File: config.mk
export PLATFORM = sky130hd
export DESIGN_NAME = ucode_seq
export DESIGN_NICKNAME = d
export VERILOG_FILES = /design/src/rtl/ucode_pkg.sv /design/src/rtl/ucode_bank_decode.sv /design/src/rtl/ucode_ctl.sv /design/src/rtl/ucode_path.sv /design/src/rtl/ucode_seq.sv
export SDC_FILE = /design/constraint.sdc
export NUM_CORES = 1
export LEC_CHECK = 0
export BUFFER_PORTS_ARGS = -buffer_cell sky130_fd_sc_hd__buf_2
export CAP_MARGIN = 20
export CELL_PAD_IN_SITES_DETAIL_PLACEMENT = 1
export CELL_PAD_IN_SITES_GLOBAL_PLACEMENT = 1
export CORE_AREA = 4 4 60 62
export CTS_BUF_LIST = sky130_fd_sc_hd__clkbuf_4 sky130_fd_sc_hd__clkbuf_8
export DETAILED_ROUTE_END_ITERATION = 12
export DIE_AREA = 0 0 64 66
export GPL_TIMING_DRIVEN = 0
export PLACE_DENSITY = 0.8
export REMOVE_ABC_BUFFERS = 1
export SLEW_MARGIN = 20
export SYNTH_ARGS = -nofsm -noshare
export SYNTH_HDL_FRONTEND = slang
export SYNTH_HIERARCHICAL = 1
export SYNTH_SLANG_ARGS = --single-unit
File: constraint.sdc
create_clock -name clk -period 3 [get_ports clk]
set_input_delay 0.3 -clock clk [delete_from_list [all_inputs] [get_ports clk]]
set_output_delay 0.3 -clock clk [all_outputs]
set_load 0.05 [all_outputs]
File: src/rtl/ucode_pkg.sv
package ucode_pkg;
  localparam int WORD_W = 16;
  localparam int OPC_W  = 8;
  localparam int PH_W   = 4;
  localparam int ADDR_W = OPC_W + PH_W;
  localparam int BANK_W = 3;
  localparam int CODES  = 1 << BANK_W;
  localparam int STB_W  = CODES - 1;
  localparam int BANKS  = 4;
  localparam int DIR_W  = WORD_W - BANKS * BANK_W;
  localparam int PC_BANK = 2;
  // PC/system bank codes that carry no meaning
  localparam logic [CODES-1:0] PC_DROP = 8'b1000_1000;

  typedef struct packed {
    logic forceZero;
  } seqCtl_t;

  function automatic logic [WORD_W-1:0] mkWord(
      input logic [DIR_W-1:0] dir, input logic [BANK_W-1:0] alu,
      input logic [BANK_W-1:0] pc, input logic [BANK_W-1:0] mem,
      input logic [BANK_W-1:0] rg);
    return {dir, alu, pc, mem, rg};
  endfunction
endpackage

File: src/rtl/ucode_bank_decode.sv
module ucode_bank_decode #(
  parameter int W = 3,
  parameter logic [(1<<W)-1:0] DROP = '0
) (
  input  logic [W-1:0]      code,
  output logic [(1<<W)-2:0] strobe
);
  always_comb begin
    strobe = '0;
    for (int k = 1; k < (1 << W); k++) begin
      if (code == W'(k) && !DROP[k]) strobe[k-1] = 1'b1;
    end
  end
endmodule

File: src/rtl/ucode_ctl.sv
module ucode_ctl
  import ucode_pkg::*;
(
  input  logic              clk,
  input  logic              rst,
  input  logic [PH_W-1:0]   phase,
  input  logic [BANK_W-1:0] pcCode,
  output seqCtl_t           ctl,
  output logic              illegalCode
);
  logic bootMode;

  // boot mode: set by reset, left after the last boot phase
  always_ff @(posedge clk) begin
    if (rst) bootMode <= 1'b1;
    else if (bootMode && phase == '1) bootMode <= 1'b0;
  end

  always_ff @(posedge clk) begin
    if (rst) illegalCode <= 1'b0;
    else if (PC_DROP[pcCode]) illegalCode <= 1'b1;
  end

  assign ctl.forceZero = rst | bootMode;
endmodule

File: src/rtl/ucode_path.sv
module ucode_path
  import ucode_pkg::*;
(
  input  logic [OPC_W-1:0]  opcode,
  input  logic [PH_W-1:0]   phase,
  input  seqCtl_t           ctl,
  output logic [DIR_W-1:0]  direct,
  output logic [STB_W-1:0]  aluStb,
  output logic [STB_W-1:0]  pcStb,
  output logic [STB_W-1:0]  memStb,
  output logic [STB_W-1:0]  regStb,
  output logic [BANK_W-1:0] pcCode
);
  logic [OPC_W-1:0]  effOpc;
  logic [ADDR_W-1:0] tblAddr;
  logic [7:0]        hiByte, loByte;
  logic [WORD_W-1:0] ctlWord;
  logic [STB_W-1:0]  stb [BANKS];

  function automatic logic [WORD_W-1:0] ucodeTable(input logic [ADDR_W-1:0] a);
    logic [OPC_W-1:0] op;
    logic [PH_W-1:0]  ph;
    op = a[ADDR_W-1:PH_W];
    ph = a[PH_W-1:0];
    if (op == '0) begin
      if (ph == '0) return mkWord(4'b0000, 3'd0, 3'd1, 3'd0, 3'd0);
      if (ph == '1) return mkWord(4'b0010, 3'd0, 3'd0, 3'd0, 3'd0);
      return '0;
    end
    if (ph == '0) return mkWord(4'b0010, 3'd7, 3'd0, 3'd1, 3'd0);
    case ({op, ph})
      {8'h01, 4'd1}: return mkWord(4'b0010, 3'd0, 3'd0, 3'd1, 3'd1);
      {8'h02, 4'd1}: return mkWord(4'b0010, 3'd0, 3'd0, 3'd1, 3'd2);
      {8'h03, 4'd1}: return mkWord(4'b0101, 3'd0, 3'd0, 3'd3, 3'd4);
      {8'h04, 4'd1}: return mkWord(4'b0000, 3'd0, 3'd0, 3'd4, 3'd5);
      {8'h04, 4'd2}: return mkWord(4'b0000, 3'd0, 3'd0, 3'd5, 3'd6);
      {8'h04, 4'd3}: return mkWord(4'b0100, 3'd0, 3'd0, 3'd6, 3'd0);
      {8'h04, 4'd4}: return mkWord(4'b0000, 3'd0, 3'd0, 3'd2, 3'd7);
      {8'h04, 4'd5}: return mkWord(4'b0000, 3'd0, 3'd4, 3'd0, 3'd3);
      {8'h04, 4'd6}: return mkWord(4'b0000, 3'd1, 3'd0, 3'd7, 3'd0);
      {8'h06, 4'd1}: return mkWord(4'b0000, 3'd2, 3'd0, 3'd0, 3'd1);
      {8'h07, 4'd1}: return mkWord(4'b0000, 3'd3, 3'd2, 3'd0, 3'd0);
      {8'h07, 4'd2}: return mkWord(4'b0000, 3'd4, 3'd0, 3'd0, 3'd0);
      {8'h07, 4'd3}: return mkWord(4'b0000, 3'd5, 3'd0, 3'd0, 3'd0);
      {8'h07, 4'd4}: return mkWord(4'b0000, 3'd6, 3'd0, 3'd0, 3'd0);
      {8'h08, 4'd1}: return mkWord(4'b0000, 3'd0, 3'd6, 3'd0, 3'd4);
      {8'h09, 4'd1}: return mkWord(4'b0000, 3'd0, 3'd5, 3'd0, 3'd0);
      {8'h0E, 4'd1}: return mkWord(4'b0000, 3'd0, 3'd7, 3'd0, 3'd0);
      {8'h0F, 4'd1}: return mkWord(4'b0000, 3'd0, 3'd3, 3'd0, 3'd0);
      default:       return mkWord(4'b1000, 3'd0, 3'd0, 3'd0, 3'd0);
    endcase
  endfunction

  assign effOpc  = ctl.forceZero ? '0 : opcode;
  assign tblAddr = {effOpc, phase};
  assign {hiByte, loByte} = ucodeTable(tblAddr);
  assign ctlWord = {hiByte, loByte};

  for (genvar gi = 0; gi < BANKS; gi++) begin : g_bank
    localparam int LSB = gi * BANK_W;
    localparam logic [CODES-1:0] DROP = (gi == PC_BANK) ? PC_DROP : '0;
    ucode_bank_decode #(.W(BANK_W), .DROP(DROP)) u_dec (
      .code  (ctlWord[LSB +: BANK_W]),
      .strobe(stb[gi])
    );
  end

  assign regStb = stb[0];
  assign memStb = stb[1];
  assign pcStb  = stb[PC_BANK];
  assign aluStb = stb[3];
  assign direct = ctlWord[WORD_W-1 -: DIR_W];
  assign pcCode = ctlWord[PC_BANK*BANK_W +: BANK_W];
endmodule

File: src/rtl/ucode_seq.sv
module ucode_seq
  import ucode_pkg::*;
(
  input  logic             clk,
  input  logic             rst,
  input  logic [OPC_W-1:0] opcode,
  input  logic [PH_W-1:0]  phase,
  output logic             haltEarly,
  output logic             addrSelMar,
  output logic             pcInc,
  output logic             pulseReq,
  output logic [STB_W-1:0] aluStb,
  output logic [STB_W-1:0] pcStb,
  output logic [STB_W-1:0] memStb,
  output logic [STB_W-1:0] regStb,
  output logic             illegalCode
);
  seqCtl_t           ctl;
  logic [DIR_W-1:0]  direct;
  logic [BANK_W-1:0] pcCode;

  ucode_ctl u_ctl (
    .clk(clk), .rst(rst), .phase(phase), .pcCode(pcCode),
    .ctl(ctl), .illegalCode(illegalCode)
  );

  ucode_path u_path (
    .opcode(opcode), .phase(phase), .ctl(ctl), .direct(direct),
    .aluStb(aluStb), .pcStb(pcStb), .memStb(memStb), .regStb(regStb),
    .pcCode(pcCode)
  );

  assign {haltEarly, addrSelMar, pcInc, pulseReq} = direct;
endmodule

==> results of run 1 <==
## power groups by stage
stage | combinational (uW) | sequential, uW | clock (uW)
after floorplan | 37.0 | 27.8 | 0
final | 73.1 | 27.5 | 57.8
after CTS | 70.7 | 27.5 | 59.9
after global routing | 79.3 | 27.6 | 64.5
after global placement | 66.9 | 27.8 | 0
after detailed placement | 70.4 | 27.8 | 0
## per-layer routing
metal	vias to the layer above	GRT usage	wire length, um
met2	31	0.268	1490
met1	536	0.160	1370
li1	560	-	-
met4	0	0.0296	7
met3	2	0.0340	190
met5	-	0	0
## state kept, by name, summed over array words and instances (netlist names)
name and cells:
u_ctl/illegalCode 1, u_ctl/bootMode 1
## final cells by class
class                   count  area (sq um)
fillers                   393          1850
multi-input cells         113           822
repair buffers             45           235
well taps                  44          55.1
flip-flops and latches      2          40.0
clock buffers               3          22.5
## through the flow
stage	instance area [sq um]	hold WS [ps]	worst slack [ps]
after detailed placement	1100	437	-256
after CTS	1130	273	-52.0
after global placement	1100	428	-206
after global routing	1170	272	-65.3
after floorplan	826	372	-1520
final	1170	274	33.6
## cells in the final DEF, fill, tap and decap left out, types with 2 or more instances in the layout
| cell | count |
|---|---|
| a21o_1 | 3 |
| a21oi_1 | 4 |
| a21oi_2 | 3 |
| a31oi_1 | 3 |
| and3_2 | 3 |
| and3b_2 | 11 |
| buf_2 | 41 |
| buf_4 | 2 |
| clkbuf_4 | 5 |
| conb_1 | 2 |
| dfxtp_1 | 2 |
| mux2_2 | 2 |
| nand2_1 | 9 |
| nand3_1 | 6 |
| nor2_1 | 10 |
| nor3_1 | 4 |
| nor3b_1 | 13 |
| nor4_1 | 4 |
| o21ai_0 | 3 |
| or2_2 | 2 |
| or4b_2 | 2 |
| xor2_1 | 2 |
## repair_timing
| action | 4_1_cts | 5_1_grt |
|---|---|---|
| hold buffers | 0 | 0 |
| gates resized for setup | 1 | 10 |
| endpoints found under the setup margin | 21 | 21 |
| setup buffers | 0 | 1 |
| cloned | 0 | 0 |
| pin swaps | 0 | 1 |
## worst max-delay path by stage
stage,start,endpoint,cells after the start
detailed placement,phase[1],memStb[0],7
CTS,opcode[0],memStb[0],7
global placement,phase[1],memStb[0],7
floorplan,phase[1],memStb[1],4
global route,opcode[0],aluStb[0],7
finish,opcode[0],memStb[0],7
==> results.md, run 1 <==
* Flop2flop setup slack at 1220 ps
* Die Width at 64 um
* Worst EP required at between 2000 and 3000 ps
* Fin crit share at 0.989
* Nets at 179
* WP data arrival at 2670 ps
* Synth warn at 6
* CP cell instances: buf_2, or4b_1, or3_4, o41a_1, a21oi_2, nor3b_1, clkbuf_4
* CP max-delay cell: or4b_1
* Final Hold Viols at 0
* Via/cell ratio at 5.45
* Share of cells above drive strength 1 at 0.472
* Vias at 1129
* Comb power frac at 0.462
* Layout Cells excl Fill at between 200 and 250
* CTS root buf: clkbuf_4
* Worst-path clk slew at ~30 ps
* Final Wtd Congestion at 0.874
* R2R cell count at 6
* Clk network pwr share at 0.365
* Sequential share of power at 0.173
* Clock Latency Late Sink at between 200 and 250 ps
* Int Pwr at ~93 uW
* Outcome: completed
* Average size of a mapped cell at 7.02 sq um
* Final min period at 2970 ps
* Total power at 158 uW
* Worst-margin pin slew at 572 ps
* Router iterations before antenna repair at 4
* P&R area growth vs syn at 26.7%
* H-tree Lvls at 1
* Fmax at 337 MHz
* Post-detail-place hpwl at 2.39 mm
* Crit. End Element: output port
* Crit path largest cell delay at 620 ps
* Setup TNS at 0 ps
* Lkg Pwr at 0.000576 uW
* CTS Buf Count at 3
* Drt total wl at 3.05 mm
* CTS tree: yes
* Hold Crit Depth at 2
* Crit-path max FO at 11
* Unrepaired setup endpoints after global routing: yes
* Initial antenna violation count at 0
* CP Launch Type: input pin
* Antenna cells at 0
* DRC Markers at 0
* DIE AREA at roughly 4200 sq um
* PD cells at 135 nW/um^2
* Hold Crit Class: input pin to register
* DIE HEIGHT at between 60 and 70 um
* R2R Path Start: u_ctl/bootMode
* Site Rows at 20
* Overflow after GRT at 0
* 1st-iter DRT viols at 30
* Core box area at between 3000 and 4000 sq um
* Reg-to-reg critical path endpoint: u_ctl/illegalCode
* Overall routing resource usage at 0.142
* Slew headroom at 0.615
* Antenna Nets Post-Route at 0
* Vias in the first global route at 1142
* Sink Count at 2
* Placed cell count at 203
* Hold path startpoint: rst
* Syn Inst Count at between 100 and 150
* Crit path kind: input pin to output port
* Num ports at 47
* Final setup fails at 0
* Initial Util at 0.306
* Switch Pwr at 65.1 uW
* Port Buffer Count at 44
* First-pass GRT wire length at 4.99 mm
* Max IR drop VDD at 0.196 mV
* Cell family with most CP delay: simple AND/OR/NAND/NOR gates
* Maxcap violations at 0
* Buf/Inv on CP at 2
* Drt wl/cell at 14.7 um
* Clock skew at 4.16 ps
* Final Max Tran Viols at 0
* Worst Hold Endpoint: u_ctl/illegalCode
* Fin util at 0.388
* Cell area after synthesis at 927 sq um
* Worst-case clock buffer depth at 2
* Largest net degree at the start of global routing at 16
* Sw Share at 0.411
(Power assumes the default switching activity.)
==> run 2: changes to the inputs <==
- ABC_AREA: unset -> 1
- CORE_AREA: 4 4 60 62 -> 4 4 63 65
- DIE_AREA: 0 0 64 66 -> 0 0 67 69
- MAX_ROUTING_LAYER: unset -> met4
==> run 2 against run 1 <==
Effect of this change:
- combinational power decreased by 11%
- routed wire length increased by 1.9%
- critical path depth increased by 4
- final area decreased by 0.53%
- non-clock buffer count decreased by 1
- highest routed layer is now met3
==> results.md, run 2 <==
* Synth warn at 6
* Drt wl/cell at 11.3 um
* Buf/Inv on CP at 2
* P&R area growth vs syn at 23.7%
* Setup Buffers After CTS at 0
* DRC Markers at 0
* Post-cts hold buffer count at 0
* Crit path kind: register to output port
* Worst-path clk slew at 30 ps
* Cell area after synthesis at approximately 940 sq um
* Area of placed instances at around 1100 sq um
* Clock skew at 1.20 ps
* Syn Inst Count at 191
* Max IR drop VDD at 0.136 mV
* Cell area after layout at between 1000 and 1500 sq um
* Vias at around 1200
* Router iterations before antenna repair at 4
* Hold Crit Class: input pin to register
* Fin crit share at 0.917
* Initial Util at 0.283
* Final Wtd Congestion at 0.837
* Setup TNS at 0 ps
* DRT met1 WL at 1.49 mm
* Outcome: completed
* Largest regs: u_ctl/bootMode x1, u_ctl/illegalCode x1
* Sw Share at 0.411
* Final Max Tran Viols at 0
* Num ports at 47
* CTS root buf: clkbuf_4
* DIE HEIGHT at 69 um
* CTS Buf Count at 3
* CP cell instances: or2_1, inv_2, nand2_1, nor2_2, nand2_2, nor2_2, a21oi_1, a31oi_1, nand2_1, nor2_1, buf_2
* Sink Count at 2
* First-pass GRT wire length at 5.50 mm
* Post-cts sizing count at 0
* CTS tree: yes
* 1st-iter DRT viols at 26
* CP startpoint: u_ctl/bootMode
* Int Pwr at 88.6 uW
* DIE AREA at 4620 sq um
* R2R Path Start: u_ctl/bootMode
* Hold_ws at about 280 ps
* Via/cell ratio at approximately 4.4
* Metal3 WL at between 150 and 200 um
* Final setup fails at 0
* Initial antenna violation count at 0
* Antenna cells at 0
* Overflow after GRT at 0
* Unrepaired setup endpoints after global routing: no
* Fmax at about 360 MHz
* Core box area at 3340 sq um
* Sequential share of power at 0.183
* Share of cells above drive strength 1 at 0.287
* Port Buffer Count at 44
* Comb power frac at 0.434
* Lkg Pwr at 0.000690 uW
* PD cells at 129 nW/um^2
* CP Launch Type: register
* CP max-delay cell: dfxtp_1
* Site Rows at 21
* Antenna Nets Post-Route at 0
* Final min period at 2750 ps
* Crit. End Element: output port
* Switch Pwr at between 60 and 70 uW
* Clk network pwr share at 0.384
* Cell family with most CP delay: simple AND/OR/NAND/NOR gates
* Drt total wl at between 3 and 4 mm
* Crit-path max FO at 12
* Highest routed metal layer: met3
* Worst EP required at between 2000 and 3000 ps
* WP data arrival at 2450 ps
* Final Hold Viols at 0
* Die Width at 67 um
* Worst Hold Endpoint: u_ctl/illegalCode
* H-tree Lvls at 1
* Most frequent cells in the layout: nor2_1 (50), nand2_1 (45), buf_2 (44)
* Reg-to-reg critical path endpoint: u_ctl/illegalCode
* Worst-case clock buffer depth at 2
* Flop2flop setup slack at 1220 ps
* Met2 Wirelength at 1.45 mm
* Hold Crit Depth at 2
* Crit path largest cell delay at between 200 and 300 ps
* Largest net degree at the start of global routing at 13
* Vias in the first global route at 1277
* Clock Latency Late Sink at 220 ps
* Overall routing resource usage at 0.146
* Hold path startpoint: rst
* Average size of a mapped cell at 4.95 sq um
* R2R cell count at 7
* Post-detail-place hpwl at 2.68 mm
* Maxcap violations at 0
* Most common cell after layout, fill and taps aside: nor2_1
* Nets at 246
run 2: cell types whose count changed in the layout (fill, tap and decap cells not counted), sizes merged, moves of 4 or more:
cell and change:
nor4 -4, nor3b -13, nand3 +8, nand2 +43, nor2 +47, nand4 +5, inv +32, and3b -11
run 2: worst max-delay path by stage:
stage / cells past startpoint / slack, ps / end
after floorplan: 10 / 430 / aluStb[0]
after global placement: 14 / 370 / memStb[4]
after detailed placement: 12 / 340 / aluStb[4]
after CTS: 11 / 220 / aluStb[4]
after global routing: 11 / 10 / aluStb[4]
final: 11 / 250 / aluStb[2]
run 2: layer usage:
layer / up-vias / global-route usage
met3: 0 / 0.0162
li1: 663 / -
met4: 0 / 0.0338
met1: 530 / 0.185
met5: - / -
met2: 35 / 0.245
run 2: worst register-to-register path, stage by stage, from the launching register on:
cell and delay [ps]:
dfxtp_1 290, or2_1 250, inv_2 230, nand2_1 150
nand4_1 310, o211ai_1 220, a21oi_1 170, nor2_1 50
run 2: power groups by stage:
stage	clock, uW	sequential, uW	combinational [uW]
floorplan	0	27.8	41.6
global placement	0	27.8	63.9
detailed placement	0	27.8	65.0
CTS	62.2	27.5	65.4
global route	65.4	27.5	72.6
finish	57.8	27.5	65.2
run 2: cell type report:
class	instances	area, sq um
clock buffers	3	22.5
fillers	532	2170
inverters	32	120
multi-input cells	149	708
flip-flops and latches	2	40.0
well taps	46	57.6
repair buffers	44	220
run 2: stage by stage:
step,worst slack [ps],total power [uW],instances,util
global route,13.0,165,276,0.350
global placement,373,91.8,273,0.343
CTS,220,155,276,0.350
floorplan,433,69.3,183,-
detailed placement,345,92.8,273,0.343
finish,250,150,276,0.350
==> run 3: changes to the inputs <==
- CORE_AREA: 4 4 63 65 -> 4 4 66 62
- DIE_AREA: 0 0 67 69 -> 0 0 70 66
==> run 3 against run 2 <==
Effect of this change:
- routed wire length decreased by 1.1%
- worst setup slack better by 74 ps
- first-iteration DRC count is 54% higher
- clock skew grew 1.5 ps
- clock power grew 87%
- combinational power about the same
- flip-flop and latch count unchanged
- cell count is 0.72% lower
- non-clock buffer count is the same
- register-to-register slack improved by 90 ps
- largest cell class unchanged
==> results.md, run 3 (synthesized netlist as in run 2, its figures left out) <==
* Fmax at about 370 MHz
* 1st-iter DRT viols at 40
* Initial antenna violation count at 0
* Final min period at between 2000 and 3000 ps
* Sink Count at 2
* Crit-path max FO at 12
* Int Pwr at 130 uW
* CP startpoint: u_ctl/bootMode
* Fin crit share at 0.892
* Setup Buffers After CTS at 0
* Final Hold Viols at 0
* Layout Cells excl Fill at 274
* Crit path kind: register to output port
* Post-detail-place hpwl at 2.70 mm
* Nets at 246
* Port Buffer Count at 44
* Comb power frac at 0.326
* Switch Pwr at ~71 uW
* P&R area growth vs syn at 25.7%
* Maxcap violations at 0
* Overall routing resource usage at 0.136
* Die Width at 70 um
* Worst-path clk slew at 30 ps
* CP Launch Type: register
* Router iterations before antenna repair at 4
* Max IR drop VDD at 0.338 mV
* Sequential share of power at 0.137
* Clock skew at 2.73 ps
* Largest regs: u_ctl/bootMode x1, u_ctl/illegalCode x1
* Most frequent cells in the layout: nor2_1 (50), nand2_1 (45), buf_2 (44)
* Hold_ws at between 200 and 300 ps
* Final Max Tran Viols at 0
* Vias in the first global route at 1196
* CTS tree: yes
* Crit. End Element: output port
* Initial Util at 0.282
* Via/cell ratio at 4.60
* DIE AREA at between 4000 and 5000 sq um
* Setup TNS at 0 ps
* PD cells at 169 nW/um^2
* DRC Markers at 0
* Clk network pwr share at 0.537
* Share of cells above drive strength 1 at 0.287
* Drt wl/cell at roughly 11 um
* Largest net degree at the start of global routing at 13
* Overflow after GRT at 0
* Unrepaired setup endpoints after global routing: no
* Placed cell count at 271
* CTS root buf: clkbuf_8
* WP data arrival at roughly 2400 ps
* Clock Latency Late Sink at 210 ps
* Final setup fails at 0
* Worst EP required at roughly 2700 ps
* Most common cell after layout, fill and taps aside: nor2_1
* First-pass GRT wire length at 5.04 mm
* Final Wtd Congestion at 0.874
* DIE HEIGHT at roughly 66 um
* Antenna cells at 0
* Outcome: completed
* Total power at about 200 uW
* Lkg Pwr at 0.000698 uW
* Vias at 1260
* Hold path startpoint: rst
* Core box area at 3350 sq um
* Num ports at 47
* H-tree Lvls at 1
* Hold Crit Class: input pin to register
* Drt total wl at between 3 and 4 mm
* R2R Path Start: u_ctl/bootMode
* Antenna Nets Post-Route at 0
* CTS Buf Count at 3
* Site Rows at 20
* Worst-case clock buffer depth at 2
* Sw Share at 0.353
-- run 3: stage by stage --
step | cell area, sq um | worst slack [ps] | util
2_1_floorplan | 868 | 433 | -
3_3_place_gp | 1140 | 383 | 0.341
3_5_place_dp | 1140 | 360 | 0.341
4_1_cts | 1180 | 242 | 0.353
5_1_grt | 1190 | 88.9 | 0.354
6_report | 1190 | 325 | 0.354
-- run 3: power by group through the flow --
stage	Combinational, uW	Clock, uW	Sequential, uW
2_1_floorplan	41.6	0	27.8
3_3_place_gp	64.5	0	27.8
3_5_place_dp	65.1	0	27.8
4_1_cts	65.3	112	27.5
5_1_grt	72.2	116	27.6
6_report	65.3	108	27.5
-- run 3: final timing paths --
path | endpoint | slack (ps) | cells after the start
worst max register to register | u_ctl/illegalCode | 1310 | 7
worst max-delay path | memStb[4] | 320 | 13
worst min register to register | u_ctl/bootMode | 450 | 2
worst min-delay path | u_ctl/illegalCode | 270 | 2
-- run 3: cell type report --
class | count | area [sq um]
fillers | 509 | 2170
multi-input cells | 149 | 708
repair buffers | 44 | 220
inverters | 32 | 123
well taps | 44 | 55.1
clock buffers | 3 | 41.3
flip-flops and latches | 2 | 40.0
-- run 3: worst max-delay path, stage by stage (launching register included) --
cell	delay [ps]
dfxtp_1	290
or2_1	270
inv_4	160
nand2_1	120
nor2_2	180
nand2_2	120
nor2_1	180
nand2_1	130
nand4_1	110
nand2_1	50
inv_1	110
nand2_1	80
nor2_1	110
buf_2	270
-- run 3: per-layer routing --
layer,up-vias,track usage,wire length (um)
met5,-,-,0
met4,0,0.0550,42
met3,6,0.0122,189
met2,28,0.233,1430
met1,565,0.164,1420
li1,661,-,-
-- run 3: timing repair --
item                                    4_1_cts  5_1_grt
endpoints found under the setup margin        0        1
gates resized for setup                       0        1
hold buffers                                  0        0
